`src/rtl/sleep_adc_pkg.sv`:
```
package sleep_adc_pkg;
  localparam int CTL_W = 8;
  localparam int CH_W  = 3;
  localparam int RES_W = 16;
  localparam logic [1:0] SEL_RC = 2'b11;

  typedef enum logic [1:0] {ST_IDLE = 2'd0, ST_DELAY = 2'd1, ST_CONV = 2'd2} conv_state_e;

  typedef struct packed {
    logic            fmt;
    logic [CH_W-1:0] chan;
    logic [1:0]      clksel;
    logic            start;
    logic            enable;
  } ctl_byte_t;

  // place an nb-bit code in a 16-bit result pair
  function automatic logic [RES_W-1:0] pack_result(input logic [RES_W-1:0] code,
                                                   input int nb, input logic right);
    if (right) return code;
    return code << (RES_W - nb);
  endfunction
endpackage

```
`src/rtl/sadc_tick_gen.sv`:
```
module sadc_tick_gen #(
  parameter int DIV_A  = 2,
  parameter int DIV_B  = 8,
  parameter int DIV_C  = 32,
  parameter int RC_DIV = 6
) (
  input  logic       clk,
  input  logic       rst_n,
  input  logic       run,
  input  logic       gate,
  input  logic [1:0] sel,
  output logic       tick
);
  localparam int MAX_AB = (DIV_A > DIV_B) ? DIV_A : DIV_B;
  localparam int MAX_CR = (DIV_C > RC_DIV) ? DIV_C : RC_DIV;
  localparam int MAXD   = (MAX_AB > MAX_CR) ? MAX_AB : MAX_CR;
  localparam int CW     = $clog2(MAXD + 1);

  logic [CW-1:0] cnt, lim;
  logic          active;

  always_comb begin
    case (sel)
      2'b00:   lim = CW'(DIV_A - 1);
      2'b01:   lim = CW'(DIV_B - 1);
      2'b10:   lim = CW'(DIV_C - 1);
      default: lim = CW'(RC_DIV - 1);
    endcase
  end

  // system-derived clocks stop in sleep; the self-timed one keeps going
  assign active = run && !(gate && (sel != sleep_adc_pkg::SEL_RC));
  assign tick   = active && (cnt == lim);

  always_ff @(posedge clk) begin
    if (!rst_n || !run) cnt <= '0;
    else if (active)    cnt <= tick ? '0 : cnt + 1'b1;
  end
endmodule

```
`src/rtl/sadc_sar_core.sv`:
```
module sadc_sar_core #(
  parameter int NB = 10
) (
  input  logic          clk,
  input  logic          rst_n,
  input  logic          load,
  input  logic          tick,
  input  logic          cmp,
  output logic [NB-1:0] trial,
  output logic [NB-1:0] code_now,
  output logic          last
);
  logic [NB-1:0] acc, mask;

  assign trial    = acc | mask;
  assign code_now = cmp ? trial : acc;
  assign last     = mask[0];

  always_ff @(posedge clk) begin
    if (!rst_n) begin
      acc  <= '0;
      mask <= '0;
    end else if (load) begin
      acc  <= '0;
      mask <= {1'b1, {(NB-1){1'b0}}};
    end else if (tick) begin
      acc  <= code_now;
      mask <= mask >> 1;
    end
  end
endmodule

```
`src/rtl/sadc_result_reg.sv`:
```
module sadc_result_reg #(
  parameter int NB = 10
) (
  input  logic          clk,
  input  logic          load,
  input  logic [NB-1:0] code,
  input  logic          right,
  output logic [7:0]    hi,
  output logic [7:0]    lo
);
  import sleep_adc_pkg::*;
  logic [RES_W-1:0] packed_q;

  // deliberately not reset: contents survive reset and are unknown at power-on
  always_ff @(posedge clk) begin
    if (load) packed_q <= pack_result(RES_W'(code), NB, right);
  end

  assign hi = packed_q[15:8];
  assign lo = packed_q[7:0];
endmodule

```
`src/rtl/sleep_adc_ctrl.sv`:
```
module sleep_adc_ctrl #(
  parameter int NBITS     = 10,
  parameter int DIV_A     = 2,
  parameter int DIV_B     = 8,
  parameter int DIV_C     = 32,
  parameter int RC_DIV    = 6,
  parameter int INSTR_CYC = 4
) (
  input  logic             clk,
  input  logic             rst_n,
  input  logic             ctl_wr,
  input  logic [7:0]       ctl_wdata,
  output logic [7:0]       ctl_rdata,
  input  logic             irq_en,
  input  logic             flag_clr,
  output logic             irq_flag,
  input  logic             sleep_req,
  input  logic             ext_wake,
  output logic             wake_req,
  output logic             powered,
  input  logic             cmp_in,
  output logic [NBITS-1:0] trial_code,
  output logic [7:0]       res_hi,
  output logic [7:0]       res_lo
);
  import sleep_adc_pkg::*;
  localparam int DW = $clog2(INSTR_CYC + 1);

  ctl_byte_t   wr_b;
  conv_state_e state;
  logic [DW-1:0] dcnt;
  logic        en_q, fmt_q, pd_q, asleep_q, irq_q, wake_q;
  logic [1:0]  sel_q;
  logic [CH_W-1:0] ch_q;

  // named internal events
  logic busy, rc_sel, start_evt, dis_abort, slp_abort, abort_evt;
  logic tick, conv_run, sar_last, conv_last, done_evt, wake_set, pd_set, pd_clr;
  logic [NBITS-1:0] code_now;

  assign wr_b      = ctl_byte_t'(ctl_wdata);
  assign busy      = (state != ST_IDLE);
  assign rc_sel    = (sel_q == SEL_RC);
  assign conv_run  = (state == ST_CONV);
  assign start_evt = ctl_wr && !busy && wr_b.enable && wr_b.start;
  assign dis_abort = ctl_wr && busy && !wr_b.enable;
  assign slp_abort = sleep_req && busy && !rc_sel;
  assign abort_evt = dis_abort || slp_abort;
  assign conv_last = conv_run && tick && sar_last;
  assign done_evt  = conv_last && !abort_evt;
  assign wake_set  = done_evt && asleep_q && irq_en;
  assign pd_set    = (sleep_req && (!busy || !rc_sel)) || (done_evt && asleep_q && !irq_en);
  assign pd_clr    = ctl_wr && !busy && wr_b.enable;

  sadc_tick_gen #(.DIV_A(DIV_A), .DIV_B(DIV_B), .DIV_C(DIV_C), .RC_DIV(RC_DIV)) tick_i (
    .clk(clk), .rst_n(rst_n), .run(conv_run), .gate(asleep_q), .sel(sel_q), .tick(tick)
  );

  sadc_sar_core #(.NB(NBITS)) sar_i (
    .clk(clk), .rst_n(rst_n), .load(start_evt), .tick(tick && conv_run), .cmp(cmp_in),
    .trial(trial_code), .code_now(code_now), .last(sar_last)
  );

  sadc_result_reg #(.NB(NBITS)) res_i (
    .clk(clk), .load(done_evt), .code(code_now), .right(fmt_q), .hi(res_hi), .lo(res_lo)
  );

  // control register
  always_ff @(posedge clk) begin
    if (!rst_n) begin
      en_q  <= 1'b0;
      sel_q <= 2'b00;
      ch_q  <= '0;
      fmt_q <= 1'b0;
    end else if (ctl_wr) begin
      if (!busy) begin
        en_q  <= wr_b.enable;
        sel_q <= wr_b.clksel;
        ch_q  <= wr_b.chan;
        fmt_q <= wr_b.fmt;
      end else if (!wr_b.enable) begin
        en_q <= 1'b0;
      end
    end
  end

  // conversion sequencing
  always_ff @(posedge clk) begin
    if (!rst_n) begin
      state <= ST_IDLE;
      dcnt  <= '0;
    end else begin
      case (state)
        ST_IDLE: begin
          dcnt <= '0;
          if (start_evt) state <= (wr_b.clksel == SEL_RC) ? ST_DELAY : ST_CONV;
        end
        ST_DELAY: begin
          if (abort_evt) state <= ST_IDLE;
          else if (dcnt == DW'(INSTR_CYC - 1)) state <= ST_CONV;
          else dcnt <= dcnt + 1'b1;
        end
        ST_CONV: begin
          if (abort_evt || done_evt) state <= ST_IDLE;
        end
        default: state <= ST_IDLE;
      endcase
    end
  end

  // sleep, power and interrupt bookkeeping
  always_ff @(posedge clk) begin
    if (!rst_n) begin
      pd_q     <= 1'b0;
      asleep_q <= 1'b0;
      irq_q    <= 1'b0;
      wake_q   <= 1'b0;
    end else begin
      if (pd_set)      pd_q <= 1'b1;
      else if (pd_clr) pd_q <= 1'b0;

      if (sleep_req)                 asleep_q <= 1'b1;
      else if (ext_wake || wake_set) asleep_q <= 1'b0;

      if (done_evt)      irq_q <= 1'b1;
      else if (flag_clr) irq_q <= 1'b0;

      wake_q <= wake_set;
    end
  end

  assign ctl_rdata = {fmt_q, ch_q, sel_q, busy, en_q};
  assign irq_flag  = irq_q;
  assign wake_req  = wake_q;
  assign powered   = en_q && !pd_q;
endmodule

```
`config.mk`:
```
export PLATFORM = sky130hd
export DESIGN_NAME = sleep_adc_ctrl
export DESIGN_NICKNAME = d
export VERILOG_FILES = /design/src/rtl/sleep_adc_pkg.sv /design/src/rtl/sadc_tick_gen.sv /design/src/rtl/sadc_sar_core.sv /design/src/rtl/sadc_result_reg.sv /design/src/rtl/sleep_adc_ctrl.sv
export SDC_FILE = /design/constraint.sdc
export NUM_CORES = 1
export LEC_CHECK = 0
export BUFFER_PORTS_ARGS = -buffer_cell sky130_fd_sc_hd__clkbuf_2
export CORE_ASPECT_RATIO = 0.9
export CORE_MARGIN = 4
export CORE_UTILIZATION = 40
export DETAILED_ROUTE_END_ITERATION = 7
export HOLD_SLACK_MARGIN = 0.08
export PLACE_DENSITY = 0.69
export SLEW_MARGIN = 20
export SYNTH_ARGS = -nofsm -noshare
export SYNTH_HDL_FRONTEND = slang
export SYNTH_SLANG_ARGS = --single-unit
```
`constraint.sdc`:
```
create_clock -name clk -period 7.7 [get_ports clk]
set_clock_uncertainty 0.2 [all_clocks]
set_input_delay 1.54 -clock clk [delete_from_list [all_inputs] [get_ports clk]]
set_output_delay 1.54 -clock clk [all_outputs]
set_load 0.01 [all_outputs]
```
==> results of run 1 <==
[power breakdown]
| group | internal, mW | switching, mW |
|---|---|---|
| sequential | 0.315 | 0.00564 |
| combinational | 0.0152 | 0.0234 |
| clock | 0.151 | 0.132 |
| total | 0.481 | 0.161 |
[Yosys cell counts (all sizes together) (5+ instances only)]
cell	count	share of area
or2	11	0.026
nand3	16	0.030
buf	13	0.032
edfxtp	16	0.18
nor2b	11	0.026
nor3	10	0.023
mux2i	13	0.049
dfxtp	42	0.32
xnor2	5	0.017
inv	7	0.010
nand2	46	0.065
a21oi	20	0.038
o21ai	14	0.027
nor2	12	0.018
ha	6	0.028
[kinds of logic after synthesis]
family | synth area share
AO/OA/AOI/OAI | 0.105
XOR/XNOR | 0.0232
adder cells (fa/ha/maj) | 0.0285
buffers and inverters | 0.0465
flip-flops | 0.501
multiplexers | 0.0493
AND/OR/NAND/NOR | 0.247
[registers in the layout, summed over array words and instances (netlist names)]
name            cells
ch_q                3
sel_q               2
pd_q                1
asleep_q            1
res_i.packed_q     16
dcnt                3
wake_req            1
irq_flag            1
en_q                1
sar_i.mask         10
fmt_q               1
sar_i.acc          10
tick_i.cnt          6
state               2
[final cells by class]
class	instances	area share
Inverter	7	0.00839
Tap cell	87	0.0347
Multi-Input combinational cell	195	0.383
Clock buffer	9	0.0395
Clock inverter	7	0.0248
Timing Repair Buffer	54	0.0879
Sequential cell	58	0.422
[metal layers]
metal  vias to the layer above  GRT usage  wire, um
met5                         -          0         0
met2                        53      0.199      2270
met3                         9     0.0470       323
li1                       1056          -         -
met1                       918      0.188      2600
met4                         0     0.0774        94
[stage by stage]
step | cell area, um^2 | hold WS [ps] | util
finish | 3130 | 253 | 0.501
detailed placement | 2930 | 247 | 0.469
floorplan | 2640 | 233 | -
CTS | 3130 | 256 | 0.501
global placement | 2930 | 241 | 0.469
global route | 3130 | 273 | 0.501
[worst max path at each step]
stage	startpoint	endpoint	slack [ps]
after floorplan	ctl_wr	res_i.packed_q[0]	4380
final	fmt_q	ctl_rdata[7]	4660
after CTS	fmt_q	ctl_rdata[7]	4600
after detailed placement	ctl_wdata[0]	res_i.packed_q[11]	4500
after global placement	ctl_wdata[0]	res_i.packed_q[10]	4500
after global routing	fmt_q	ctl_rdata[7]	4520
==> results.sh, run 1 <==
export IMPL_antenna_found_initial=0
export IMPL_status="finished clean"
export IMPL_cts_num_sinks=58
export IMPL_syn_area_um2=2640
export IMPL_syn2layout_area_growth_pct=18.8
export IMPL_synth_cell_types=43
export IMPL_endpoint_kind="output pin"
export IMPL_gp_congestion=0.864
export IMPL_yosysSeqAreaShare=0.501
export IMPL_hold_path_depth=2
export IMPL_reg2reg_from="sel_q[1]"
export IMPL_grt_pass1_vias=1890
export IMPL_instances_no_fill=417
export IMPL_layout_commonest_cell="clkbuf_2"
export IMPL_synth_ff_type="dfxtp_1"
export IMPL_hp_start="ch_q[0]"
export IMPL_cpLargestDelayFamily="flip-flops"
export IMPL_core_rowCount=27
export IMPL_dr_pass1_iters=4
export IMPL_seqCellArea_um2=1320
export IMPL_die_h_um=85.0
export IMPL_grt_total_usage=0.141
export IMPL_finalCritPeriodShare=0.395
export IMPL_ios=53
export IMPL_cts_hold_fix_buffers=0
export IMPL_drv_slew=0
export IMPL_max_clock_freq_mhz=329
export IMPL_drive_above_1_share=0.273
export IMPL_viasPerCell=4.88
export IMPL_die_w_um=93.6
export IMPL_ys_warn_count=0
export IMPL_p_leak_nw=1.22
export IMPL_hold_viol=0
export IMPL_syn_nets=298
export IMPL_drt_total_wl_mm=5.28
export IMPL_die_area_um2=7960
export IMPL_path_max_fanout=18
export IMPL_avgRoutedWirePerCell_um=12.7
export IMPL_path_clk_slew_ps=70
export IMPL_place_inst=401
export IMPL_core_area_um2=6250
export IMPL_numCtsBuffers=9
export IMPL_cts_tree="built"
export IMPL_clockBufferDepth=2
export IMPL_drc=0
export IMPL_hold_path_end="ch_q[0]"
export IMPL_worst_r2r_path_depth=7
export IMPL_grt_ovfl_total=0
export IMPL_fillers=590
export IMPL_crit_cells=1
export IMPL_diodes=0
export IMPL_cp_start_kind="register"
export IMPL_arrival_ps=1300
export IMPL_crit_chain="clkbuf_2"
export IMPL_dr_total_vias=2036
export IMPL_cts_root_buf="clkbuf_8"
export IMPL_worst_setup_path_type="reg -> out"
export IMPL_h_tree_depth=3
export IMPL_setup_viol=0
export IMPL_clock_latency_ps=340
export IMPL_r2r_setup_slack_ps=4930
export IMPL_multiInputGateArea_um2=1200
export IMPL_setup_ws_ps=4660
export IMPL_io_buffer_count=52
export IMPL_rsz0062_at_grt="false"
export IMPL_slew_headroom=0.523
export IMPL_crit_buf_inv=1
export IMPL_post_cts_setup_buffers=0
export IMPL_finalCriticalPeriod_ps=3040
export IMPL_drt_iter0_markers=150
export IMPL_power_density_nw_per_um2=205
export IMPL_synthArstFlopShare=0
export IMPL_start_util=0.422
export IMPL_r2r_end="res_i.packed_q[7]"
export IMPL_total_power_uw=642
export IMPL_ctsResizeCount=0
export IMPL_hpwl_mm=3.76
export IMPL_grt_max_degree=31
export IMPL_dp_slack_ps=4500
export IMPL_required_ps=5960
export IMPL_slowest_stage="dfxtp_1"
export IMPL_syn_inst=276
export IMPL_synth_seq_cells=58
export IMPL_final_cell_mix="52 x clkbuf_2, 46 x nand2_1, 42 x dfxtp_1, 20 x a21oi_1"
export IMPL_avgSynthCellArea_um2=9.56
export IMPL_grt_pass1_wl_mm=8.85
export IMPL_ant_nets=0
export IMPL_max_cap_violations=0
export IMPL_peakVddDrop_uv=101
export IMPL_worstHoldPathType="reg -> reg"
export IMPL_final_setup_tns_ps=0
export IMPL_final_nets=347
export IMPL_tightest_slew_ps=714
export IMPL_synth_edf_count=16
export IMPL_slowest_delay_ps=720
Power figures use the tool's default switching activity.
==> run 2: changes to the inputs <==
clock period = 3 ns   (was 7.7 ns; I/O delays follow)
==> run 2 against run 1 <==
- utilization rose by 0.50 points
- global-route usage up 0.73 points
- first-iteration DRC count fell by 27%
- cell count is 0.48% higher
- highest routed layer unchanged
- routed wire length grew 5.0%
- sequential cell count unchanged
- setup slack got worse by 3800 ps
- largest cell class unchanged
- sequential share of layout area fell by 0.42 points
- non-clock buffer count grew 2
- critical path depth increased by 5
- largest power group unchanged
- clock-buffer cell count unchanged
- power rose to 2.7 times the previous value
==> results.sh, run 2 (synthesis results as in run 1) <==
export IMPL_cts_hold_fix_buffers=0
export IMPL_required_ps=3060
export IMPL_worstHoldPathType="reg -> reg"
export IMPL_final_cell_mix="52 x clkbuf_2, 46 x nand2_1, 42 x dfxtp_1, 20 x a21oi_1"
export IMPL_rsz0062_at_grt="false"
export IMPL_endpoint_kind="register"
export IMPL_viasPerCell=4.90
export IMPL_post_cts_setup_buffers=0
export IMPL_core_area_um2=6250
export IMPL_layout_commonest_cell="clkbuf_2"
export IMPL_cp_start_kind="register"
export IMPL_arrival_ps=2230
export IMPL_hold_viol=0
export IMPL_slowest_delay_ps=510
export IMPL_tightest_slew_ps=462
export IMPL_setup_viol=0
export IMPL_core_rowCount=27
export IMPL_grt_total_usage=0.148
export IMPL_p_leak_nw=1.26
export IMPL_die_h_um=85.0
export IMPL_pwr_share_comb=0.061
export IMPL_slew_headroom=0.692
export IMPL_reg2reg_from="sel_q[0]"
export IMPL_dp_slack_ps=782
export IMPL_final_nets=349
export IMPL_drt_iter0_markers=110
export IMPL_dr_total_vias=2053
export IMPL_diodes=0
export IMPL_io_buffer_count=52
export IMPL_largest_reg_flops=16
export IMPL_instances_no_fill=419
export IMPL_final_core_util=0.506
export IMPL_clock_latency_ps=330
export IMPL_antenna_found_initial=0
export IMPL_peakVddDrop_uv=271
export IMPL_finalCritPeriodShare=0.722
export IMPL_worst_setup_path_type="reg -> reg"
export IMPL_dr_pass1_iters=4
export IMPL_placement_cell_area_um2=2950
export IMPL_biggestRegsByFlops="res_i.packed_q: 16 flops, sar_i.acc: 10 flops, sar_i.mask: 10 flops"
export IMPL_netSwitchingPower_uw=393
export IMPL_drc=0
export IMPL_cts_num_sinks=58
export IMPL_hpwl_mm=4.00
export IMPL_grt_ovfl_total=0
export IMPL_max_cap_violations=0
export IMPL_swShare=0.230
export IMPL_ant_nets=0
export IMPL_power_density_nw_per_um2=540
export IMPL_syn2layout_area_growth_pct=20.0
export IMPL_finalCriticalPeriod_ps=2170
export IMPL_start_util=0.422
export IMPL_ctsResizeCount=0
export IMPL_final_area_um2=3160
export IMPL_gp_congestion=0.838
export IMPL_crit_chain="inv_1 > ha_1 > xor2_1 > nor3_2 > and4_1 > mux2i_1"
export IMPL_hp_start="sar_i.acc[7]"
export IMPL_grt_pass1_wl_mm=9.25
export IMPL_numCtsBuffers=9
export IMPL_path_clk_slew_ps=70
export IMPL_internal_power_mw=1.31
export IMPL_ios=53
export IMPL_clockBufferDepth=2
export IMPL_cts_tree="built"
export IMPL_path_max_fanout=10
export IMPL_grt_max_degree=31
export IMPL_cts_root_buf="clkbuf_8"
export IMPL_slowest_stage="and4_1"
export IMPL_total_power_mw=1.71
export IMPL_status="finished clean"
export IMPL_setup_ws_ps=834
export IMPL_crit_start="sel_q[0]"
export IMPL_drv_slew=0
export IMPL_avgRoutedWirePerCell_um=13.2
export IMPL_pwr_share_seq=0.480
export IMPL_final_setup_tns_ps=0
export IMPL_max_clock_freq_mhz=462
export IMPL_top_register="res_i.packed_q"
export IMPL_whs_ps=252
export IMPL_grt_pass1_vias=1951
export IMPL_drt_total_wl_mm=5.55
export IMPL_die_w_um=93.6
export IMPL_h_tree_depth=3
export IMPL_drive_above_1_share=0.277
export IMPL_clkPwrFrac=0.459
export IMPL_place_inst=403
export IMPL_die_area_um2=7960
-- run 2: cell count changes in the layout (fill, tap and decap cells not counted), sizes merged --
cell | before | now
buf | 2 | 4
bufinv | 1 | 2
clkinv | 1 | 3
clkinvlp | 4 | 2
inv | 8 | 7
-- run 2: power by group through the flow --
stage                     Sequential, mW  Combinational (mW)  Clock, mW
after floorplan                    0.836              0.0724          0
after global placement             0.837               0.102          0
after detailed placement           0.838               0.104          0
after CTS                          0.820               0.105      0.801
after global routing               0.822               0.115      0.824
final                              0.820               0.104      0.783
-- run 2: per-layer routing --
layer	GRT usage	up-vias	part of all wire
met5	0	-	0
met4	0.0787	0	0.017
met3	0.0346	6	0.038
met2	0.231	37	0.48
met1	0.190	943	0.47
li1	-	1067	-
-- run 2: final cells by class --
type | instances | area, um^2
inverters | 7 | 26.3
multi-input cells | 195 | 1200
fillers | 584 | 3090
clock inverters | 7 | 93.8
clock buffers | 9 | 124
flip-flops and latches | 58 | 1320
repair buffers | 56 | 290
well taps | 87 | 109
-- run 2: worst max-delay path: cells and delay by family (launching register included) --
kind          cells  cell delay [ps]
mux               1              240
flops             1              390
simple gates      2              720
xor+xnor          1              150
buf+inv           1               90
fa+ha+maj         1              300
-- run 2: path summary, 6_finish.rpt --
check / slack, ps / end / cells past startpoint
max: 830 / sar_i.mask[8] / 6
min: 250 / sar_i.acc[7] / 2
max reg2reg: 830 / sar_i.mask[8] / 6
min reg2reg: 250 / sar_i.acc[7] / 2
==> run 3: changes to the inputs <==
PLACE_DENSITY = 0.72   (was 0.69)
clock period = 1.7 ns   (was 3 ns; I/O delays follow)
==> run 3 against run 2 <==
- the flow now finishes with violations (negative setup slack)
- largest power group is now the clock network
- clock power up 100%
- setup slack got worse by 1100 ps
- maximum frequency rose by 12%
- sequential share of layout area fell by 5.8 points
- die area is the same
- global-route usage rose by 2.2 points
- hold slack got worse by 120 ps
- clock-buffer cell count stayed put
- final area increased by 18%
- register-to-register slack worse by 1100 ps
- power is 94% higher
- routed wire length grew 16%
==> results.sh, run 3 (synthesis results as in run 1) <==
export IMPL_status="finished with violations"
export IMPL_violations="negative setup slack"
export IMPL_ios=53
export IMPL_drive_above_1_share=0.411
export IMPL_max_cap_violations=0
export IMPL_grt_max_degree=31
export IMPL_total_power_mw=3.31
export IMPL_core_area_um2=6250
export IMPL_top_register="res_i.packed_q"
export IMPL_hold_viol=0
export IMPL_multiInputGateArea_um2=1350
export IMPL_slowest_delay_ps=370
export IMPL_slew_headroom=0.743
export IMPL_final_setup_tns_ps=-7140
export IMPL_instances_no_fill=459
export IMPL_finalCriticalPeriod_ps=1930
export IMPL_cts_num_sinks=58
export IMPL_antenna_found_initial=0
export IMPL_clockBufferDepth=2
export IMPL_grt_pass1_wl_mm=10.5
export IMPL_crit_chain="inv_2 > ha_2 > or3_1 > nand2_2 > nand4_4 > nor2_4 > buf_12"
export IMPL_cts_tree="built"
export IMPL_clock_latency_ps=330
export IMPL_ant_nets=0
export IMPL_seqCellArea_um2=1340
export IMPL_cpLargestDelayFamily="simple AND/OR/NAND/NOR gates"
export IMPL_drt_total_wl_mm=6.44
export IMPL_hpwl_mm=4.48
export IMPL_die_area_um2=7960
export IMPL_start_util=0.422
export IMPL_numCtsBuffers=9
export IMPL_slowest_stage="dfxtp_4"
export IMPL_dr_total_vias=2275
export IMPL_h_tree_depth=3
export IMPL_gp_congestion=0.815
export IMPL_final_cell_mix="52 x clkbuf_2, 45 x nand2_1, 35 x dfxtp_1, 31 x buf_4, 18 x a21oi_1"
export IMPL_grt_pass1_vias=2201
export IMPL_io_buffer_count=52
export IMPL_grt_ovfl_total=0
export IMPL_rsz0062_at_grt="true"
export IMPL_fillers=531
export IMPL_endpoint_kind="register"
export IMPL_path_max_fanout=16
export IMPL_cp_start_kind="register"
export IMPL_setup_viol=49
export IMPL_max_clock_freq_mhz=518
export IMPL_dr_pass1_iters=4
export IMPL_grt_total_usage=0.170
export IMPL_drc=0
export IMPL_worst_setup_path_type="reg -> reg"
export IMPL_finalCritPeriodShare=1.14
export IMPL_path_clk_slew_ps=70
export IMPL_die_w_um=93.6
export IMPL_syn2layout_area_growth_pct=41.1
export IMPL_largest_reg_flops=16
export IMPL_cts_root_buf="clkbuf_8"
export IMPL_viasPerCell=4.96
export IMPL_diodes=0
export IMPL_layout_commonest_cell="clkbuf_2"
export IMPL_peakVddDrop_uv=761
export IMPL_power_density_nw_per_um2=888
export IMPL_final_nets=389
export IMPL_arrival_ps=1780
export IMPL_tightest_slew_ps=376
export IMPL_setup_ws_ps=-231
export IMPL_worstHoldPathType="in -> reg"
export IMPL_place_inst=434
export IMPL_biggestRegsByFlops="res_i.packed_q: 16 flops, sar_i.acc: 10 flops, sar_i.mask: 10 flops"
export IMPL_crit_buf_inv=2
export IMPL_required_ps=1550
export IMPL_p_leak_nw=1.50
export IMPL_drv_slew=0
export IMPL_whs_ps=135
export IMPL_core_rowCount=27
export IMPL_drt_iter0_markers=87
export IMPL_avgRoutedWirePerCell_um=14.0
export IMPL_die_h_um=85.0
## run 3: metrics by stage
step	setup slack (ps)	utilization	cell area (um^2)
floorplan	-415	-	2670
global placement	-200	0.517	3230
detailed placement	-298	0.517	3230
CTS	-212	0.581	3630
global route	-275	0.596	3720
finish	-231	0.596	3720
## run 3: report_power, final
| group | internal, mW | switching (mW) |
|---|---|---|
| combinational | 0.133 | 0.153 |
| clock | 0.988 | 0.591 |
| sequential | 1.42 | 0.0159 |
## run 3: final timing paths
kind | from | to | slack (ps) | depth (start not counted)
max | sel_q[0] | res_i.packed_q[4] | -230 | 7
min | ctl_wdata[1] | sar_i.mask[9] | 140 | 3
max reg2reg | sel_q[0] | res_i.packed_q[4] | -230 | 7
min reg2reg | sar_i.acc[8] | sar_i.acc[8] | 260 | 2
## run 3: per-layer routing
metal  part of all wire  wire length [um]  GRT usage
met5                  0                 0          0
met4              0.013                81     0.0459
met3              0.043               274     0.0612
met2               0.48              3110      0.271
met1               0.46              2980      0.217
## run 3: what timing repair did
action                                 4_1_cts  5_1_grt
setup endpoints to repair                   51       51
buffers inserted                             1        1
pin swaps                                    4        8
hold buffers                                 7        0
endpoints found under the hold margin        7        0
gates resized for setup                     19       19
## run 3: cell type report
| class | count | area share |
|---|---|---|
| clock buffer | 9 | 0.0333 |
| inverter | 7 | 0.00706 |
| tap | 87 | 0.0292 |
| clock inverter | 7 | 0.0336 |
| timing repair buffer | 96 | 0.174 |
| sequential | 58 | 0.360 |
| multi-input combinational | 195 | 0.363 |
## run 3: tightest hold or removal path, stage by stage
cell and delay (ps):
clkbuf_2 110, nand4_1 110, o21ai_1 60
